===== src/rtl/dma_guard_pkg.sv =====
package dma_guard_pkg;
  localparam int unsigned AW     = 32;
  localparam int unsigned CFG_W  = 11;

  typedef struct packed {
    logic [1:0] aux_cut;
    logic       sram_lock;
    logic [3:0] ext_cut;
    logic [3:0] main_cut;
  } prot_cfg_t;

  localparam logic [AW-1:0] MAIN_BASE  = 32'h2000_0000;
  localparam logic [AW-1:0] MAIN_LIMIT = 32'h27FF_FFFF;
  localparam logic [AW-1:0] EXT_BASE   = 32'h2800_0000;
  localparam logic [AW-1:0] EXT_LIMIT  = 32'h2FFF_FFFF;
  localparam logic [AW-1:0] AUX_BASE   = 32'h1F00_0000;
  localparam logic [AW-1:0] AUX_LIMIT  = 32'h1F3F_FFFF;
  localparam logic [AW-1:0] SRAM_BASE  = 32'h1FF8_0000;
  localparam logic [AW-1:0] SRAM_LIMIT = 32'h1FFF_FFFF;
  localparam logic [AW-1:0] BIG_STEP   = 32'h0080_0000;
  localparam logic [AW-1:0] AUX_STEP   = 32'h0010_0000;
endpackage


===== src/rtl/dma_guard_regs.sv =====
module dma_guard_regs
  import dma_guard_pkg::*;
#(
  parameter int unsigned DW = 32
) (
  input  logic          clk_i,
  input  logic          rst_ni,
  input  logic          we_i,
  input  logic [DW-1:0] wdata_i,
  output prot_cfg_t     cfg_o,
  output logic [DW-1:0] rdata_o
);
  prot_cfg_t cfg_q;

  always_ff @(posedge clk_i or negedge rst_ni) begin
    if (!rst_ni)   cfg_q <= '0;
    else if (we_i) cfg_q <= prot_cfg_t'(wdata_i[CFG_W-1:0]);
  end

  assign cfg_o   = cfg_q;
  assign rdata_o = {{(DW-CFG_W){1'b0}}, cfg_q};

  a_r12_write_lands: assert property (@(posedge clk_i) disable iff (!rst_ni)
    we_i |=> rdata_o[CFG_W-1:0] == $past(wdata_i[CFG_W-1:0]));
  a_r2_hold_without_write: assert property (@(posedge clk_i) disable iff (!rst_ni)
    !we_i |=> $stable(rdata_o));
endmodule


===== src/rtl/dma_guard_window.sv =====
module dma_guard_window #(
  parameter int unsigned          AW    = 32,
  parameter int unsigned          CW    = 4,
  parameter logic [AW-1:0]        BASE  = '0,
  parameter logic [AW-1:0]        LIMIT = '1,
  parameter logic [AW-1:0]        STEP  = 1
) (
  input  logic [AW-1:0] addr_i,
  input  logic [CW-1:0] cut_i,
  output logic          in_o,
  output logic          hit_o
);
  localparam logic [AW:0] TOP = {1'b0, LIMIT} + 1'b1;

  logic [AW:0] floor_w;

  assign in_o    = (addr_i >= BASE) && (addr_i <= LIMIT);
  // floor moves down from region top by cut steps
  assign floor_w = TOP - ((AW+1)'(cut_i) * (AW+1)'(STEP));
  assign hit_o   = in_o && (cut_i != '0) && ({1'b0, addr_i} >= floor_w);
endmodule


===== src/rtl/dma_guard_verdict.sv =====
module dma_guard_verdict
  import dma_guard_pkg::*;
(
  input  logic          clk_i,
  input  logic          rst_ni,
  input  logic          valid_i,
  input  logic [AW-1:0] addr_i,
  input  logic          main_in_i,
  input  logic          ext_in_i,
  input  logic          aux_in_i,
  input  logic          sram_in_i,
  input  logic          main_hit_i,
  input  logic          ext_hit_i,
  input  logic          aux_hit_i,
  input  logic          sram_hit_i,
  input  logic          main_on_i,
  input  logic          sram_lock_i,
  output logic          allow_o,
  output logic          deny_o
);
  logic ext_floor_hit;
  logic block_w;
  logic outside_w;

  // main protection also closes the bottom step of the extended region
  assign ext_floor_hit = ext_in_i && main_on_i && (addr_i < (EXT_BASE + BIG_STEP));
  assign block_w   = main_hit_i | ext_hit_i | ext_floor_hit | aux_hit_i | sram_hit_i;
  assign outside_w = !(main_in_i | ext_in_i | aux_in_i | sram_in_i);

  always_ff @(posedge clk_i or negedge rst_ni) begin
    if (!rst_ni) begin
      allow_o <= 1'b0;
      deny_o  <= 1'b0;
    end else begin
      allow_o <= valid_i & ~block_w;
      deny_o  <= valid_i &  block_w;
    end
  end

  a_r3_exclusive: assert property (@(posedge clk_i) disable iff (!rst_ni)
    !(allow_o && deny_o));
  a_r3_result_due: assert property (@(posedge clk_i) disable iff (!rst_ni)
    valid_i |=> (allow_o || deny_o));
  a_r3_no_spurious: assert property (@(posedge clk_i) disable iff (!rst_ni)
    !valid_i |=> !(allow_o || deny_o));
  a_r10_outside_open: assert property (@(posedge clk_i) disable iff (!rst_ni)
    (valid_i && outside_w) |=> allow_o);
  a_r6_main_floor_open: assert property (@(posedge clk_i) disable iff (!rst_ni)
    (valid_i && main_in_i && addr_i < (MAIN_BASE + BIG_STEP)) |=> allow_o);
  a_r8_sram_closed: assert property (@(posedge clk_i) disable iff (!rst_ni)
    (valid_i && sram_in_i && sram_lock_i) |=> deny_o);
endmodule


===== src/rtl/dma_guard.sv =====
module dma_guard
  import dma_guard_pkg::*;
(
  input  logic          clk_i,
  input  logic          rst_ni,
  input  logic          cfg_we_i,
  input  logic [31:0]   cfg_wdata_i,
  output logic [31:0]   cfg_rdata_o,
  input  logic          addr_valid_i,
  input  logic [31:0]   addr_i,
  output logic          allow_o,
  output logic          deny_o
);
  prot_cfg_t cfg;
  logic main_in, ext_in, aux_in, sram_in;
  logic main_hit, ext_hit, aux_hit, sram_hit;

  dma_guard_regs #(.DW(32)) u_regs (
    .clk_i(clk_i), .rst_ni(rst_ni), .we_i(cfg_we_i),
    .wdata_i(cfg_wdata_i), .cfg_o(cfg), .rdata_o(cfg_rdata_o)
  );

  dma_guard_window #(.AW(AW), .CW(4), .BASE(MAIN_BASE), .LIMIT(MAIN_LIMIT), .STEP(BIG_STEP))
    u_win_main (.addr_i(addr_i), .cut_i(cfg.main_cut), .in_o(main_in), .hit_o(main_hit));

  dma_guard_window #(.AW(AW), .CW(4), .BASE(EXT_BASE), .LIMIT(EXT_LIMIT), .STEP(BIG_STEP))
    u_win_ext (.addr_i(addr_i), .cut_i(cfg.ext_cut), .in_o(ext_in), .hit_o(ext_hit));

  dma_guard_window #(.AW(AW), .CW(2), .BASE(AUX_BASE), .LIMIT(AUX_LIMIT), .STEP(AUX_STEP))
    u_win_aux (.addr_i(addr_i), .cut_i(cfg.aux_cut), .in_o(aux_in), .hit_o(aux_hit));

  // whole-window lock: one step spans the region
  dma_guard_window #(.AW(AW), .CW(1), .BASE(SRAM_BASE), .LIMIT(SRAM_LIMIT),
                     .STEP(SRAM_LIMIT - SRAM_BASE + 1))
    u_win_sram (.addr_i(addr_i), .cut_i(cfg.sram_lock), .in_o(sram_in), .hit_o(sram_hit));

  dma_guard_verdict u_verdict (
    .clk_i(clk_i), .rst_ni(rst_ni), .valid_i(addr_valid_i), .addr_i(addr_i),
    .main_in_i(main_in), .ext_in_i(ext_in), .aux_in_i(aux_in), .sram_in_i(sram_in),
    .main_hit_i(main_hit), .ext_hit_i(ext_hit), .aux_hit_i(aux_hit), .sram_hit_i(sram_hit),
    .main_on_i(cfg.main_cut != 4'd0), .sram_lock_i(cfg.sram_lock),
    .allow_o(allow_o), .deny_o(deny_o)
  );
endmodule


===== config.mk =====
export PLATFORM = sky130hd
export DESIGN_NAME = dma_guard
export DESIGN_NICKNAME = d
export VERILOG_FILES = /design/src/rtl/dma_guard_pkg.sv /design/src/rtl/dma_guard_regs.sv /design/src/rtl/dma_guard_window.sv /design/src/rtl/dma_guard_verdict.sv /design/src/rtl/dma_guard.sv
export SDC_FILE = /design/constraint.sdc
export NUM_CORES = 1
export LEC_CHECK = 0
export BUFFER_PORTS_ARGS = -buffer_cell sky130_fd_sc_hd__buf_4
export CAP_MARGIN = 40
export CORE_MARGIN = 2
export CORE_UTILIZATION = 46
export DETAILED_ROUTE_END_ITERATION = 16
export MAX_ROUTING_LAYER = met4
export PLACE_DENSITY = 0.82
export SLEW_MARGIN = 25
export SYNTH_ARGS = -nofsm -noshare
export SYNTH_HDL_FRONTEND = slang
export SYNTH_HIERARCHICAL = 1
export SYNTH_SLANG_ARGS = --single-unit

===== constraint.sdc =====
create_clock -name clk_i -period 2.8 [get_ports clk_i]
set_clock_uncertainty 0.15 [all_clocks]
set_input_delay 0 -clock clk_i [delete_from_list [all_inputs] [get_ports clk_i]]
set_output_delay 0 -clock clk_i [all_outputs]
set_load 0.02 [all_outputs]

==> flow_summary.toml <==
[timing]
period_needed_ns = 2.73
setup_viol = 0
final_max_slew_viol_count = 0
fin_crit_sh = 0.975
finalWorstSetupSlack_ns = 0.0696
relSlewSlack = 0.596
tightest_slew_ns = 0.604
finalSetupTns_ns = 0
fmax_mhz = 366
hold_viol_final = 0

[synthesis]
ys_types = 44
synth.yosys.warnings = 6
async_flop_share = 1.00
synthCells = 211
synth_edf_count = 0
synth_ff_type = "dfrtp_1"
syn_area_um2 = 1890
ys_seq_area_frac = 0.173
synth.avg_cell_area_um2 = 8.94
synth-seq-cells = 13

[setup_path]
worstPathArrival_ns = 2.75
crit_required_ns = 2.82
slowest_delay_ns = 0.57
setup.worst_path.start_class = "flip-flop"
path_cells = "or4_4, ha_4, nand4_1, or4_4, a31oi_2, nor4_2, a2bb2oi_1, o21ai_1"
crit_type = "flip-flop to flip-flop"
crit_path_frequent_cell = "or4_4"
cp-startpoint = "u_regs/cfg_o[5]"
slowest_stage = "or4_4"
r2r_start = "u_regs/cfg_o[5]"
cp_max_fo = 5
cp-end-kind = "flip-flop"

[outcome]
outcome = "complete, no violations"

[placed_design]
gp_congestion = 0.870
io_buffers = 59
dpl.hpwl_mm = 3.69
pre_cts_slack_ns = 0.00907
dp_cells = 310

[global_route]
met1_usage = 0.284
use_met2 = 0.364
grt_pass1_vias = 1707
top_usage_layer = "met2"
antenna_found_initial = 0
grt_pass1_wl_mm = 7.66
grt_max_degree = 14
grt_overflow_total = 0
grt_use_met3 = 0.0329
track_usage = 0.223

[clock_tree]
cts_buffer_depth = 2
cts_tree = "yes"
cts-root-buf = "clkbuf_8"
clkLatencyLatePin_ns = 0.24
htree_levels = 1
cts.sinks = 13
clk_pin_slew_worst_paths_ns = 0.05
cts_buffers = 3

[cells_and_area]
synthToLayoutAreaGrowth_pct = 33.0
drive_gt1_frac = 0.345
antenna_cells = 0
nets = 378
stdcell_count = 331
final_common_cell = "buf_4"
layout_common_cells = "63 x buf_4, 27 x ha_1, 21 x conb_1, 17 x inv_1, 16 x dlygate4sd3_1"

[power_and_ir_drop]
pwr-share-seq = 0.282
clockPowerShare = 0.211
combPwrFrac = 0.507
swShare = 0.372
p_per_area_nw_per_um2 = 317
p_int_w = 0.000499
p_sw_w = 0.000295
leakage_nw = 1.23
max-vdd-ir-drop_uv = 322

[hold_path]
worstHoldStart = "addr_i[24]"
hold_class = "primary input to flip-flop"

[detailed_routing]
wl_mm = 5.03
wl_per_cell_um = 15.2
ant_nets = 0
first_pass_iters = 4
drtIter0Drc = 139
vias = 1865
drc = 0
vias_per_cell = 5.63

[job]
maxCapViolations = 0

[die]
core_area_um2 = 3970
die_h_um = 68.0
row_count = 23
die_x_um = 68.0
num_io_pins = 102
initial_utilization = 0.475
die-area_um2 = 4630
==> per-layer routing <==
metal | vias up | wire (um)
met5 | - | 0
met1 | 886 | 2080
met3 | 10 | 293
met4 | 0 | 94
met2 | 84 | 2560
li1 | 885 | -
==> stage by stage <==
stage | utilization | total power (W) | area [um^2] | hold WS (ns)
after CTS | 0.615 | 0.000774 | 2440 | 0.0107
after global routing | 0.631 | 0.000857 | 2510 | 0.0268
after floorplan | - | 0.000476 | 1960 | -0.446
after global placement | 0.563 | 0.000577 | 2240 | -0.302
after detailed placement | 0.563 | 0.000588 | 2240 | -0.300
final | 0.631 | 0.000795 | 2510 | 0.0257
==> timing repair <==
| action | in CTS | in global routing |
|---|---|---|
| setup endpoints to repair | 0 | 2 |
| gates resized for setup | 0 | 15 |
| endpoints found under the hold margin | 26 | 0 |
| hold buffers | 16 | 0 |
| setup buffers | 0 | 1 |
==> cells by family after synthesis <==
group / after synthesis / synth area share
compound gates: 29 / 0.106
xor+xnor: 3 / 0.0139
fa+ha+maj: 28 / 0.186
buf+inv: 51 / 0.169
flops: 13 / 0.173
mux: 11 / 0.0856
other cells: 1 / 0.00199
simple gates: 75 / 0.265
==> Yosys cell counts, types with 2 or more instances <==
library cell	n	area (um^2)
a21oi_1	6	30.0
nand2_1	9	33.8
a211oi_1	2	15.0
buf_4	32	240
o21ai_0	4	20.0
dfrtp_1	13	325
mux2_4	10	150
a21o_1	4	30.0
nand4_1	9	56.3
ha_1	28	350
nand3_1	4	20.0
inv_1	18	67.6
nor4_1	16	100
nor2_1	6	22.5
nor4_2	4	50.1
o21ai_1	2	10.0
nor3_1	3	15.0
nor2b_1	3	18.8
or4_1	5	37.5
a31oi_1	2	12.5
xor2_1	3	26.3
nand2b_1	3	18.8
and4b_1	3	30.0
o211a_1	2	20.0
==> registers in the layout, summed over array words and instances (netlist names) <==
signal and count:
u_regs/cfg_o 11, u_verdict/deny_o 1, u_verdict/allow_o 1
==> worst max-delay path, delay by kind of cell, from the launching register on <==
| kind | cells | cell delay [ns] |
|---|---|---|
| AOI/OAI and AO/OA | 3 | 0.44 |
| DFF | 1 | 0.43 |
| and+or+nand+nor | 4 | 1.33 |
| adders and majority gates | 1 | 0.31 |
==> power groups by stage <==
| stage | logic, W | clock network (W) | registers, W |
|---|---|---|---|
| after global placement | 0.000349 | 0 | 0.000228 |
| after global routing | 0.000444 | 0.000186 | 0.000227 |
| final | 0.000403 | 0.000167 | 0.000225 |
| after floorplan | 0.000249 | 0 | 0.000227 |
| after CTS | 0.000379 | 0.000169 | 0.000225 |
| after detailed placement | 0.000360 | 0 | 0.000228 |
==> worst paths after layout <==
path	slack, ns	endpoint	cells after the start
max	0.07	u_verdict/deny_o	8
min	0.03	u_verdict/deny_o	3
max reg2reg	0.07	u_verdict/deny_o	8
min reg2reg	0.41	u_regs/cfg_o[10]	1
max in group asynchronous	1.38	u_regs/cfg_o[4]	3
min in group asynchronous	0.69	u_regs/cfg_o[5]	3
==> layout make-up <==
type,count,area [um^2]
multi-input combinational,167,1370
tap,50,62.6
fill,339,1460
sequential,13,328
clock buffer,4,45.0
inverter,18,67.6
timing repair buffer,79,633
(Power assumes the default switching activity.)
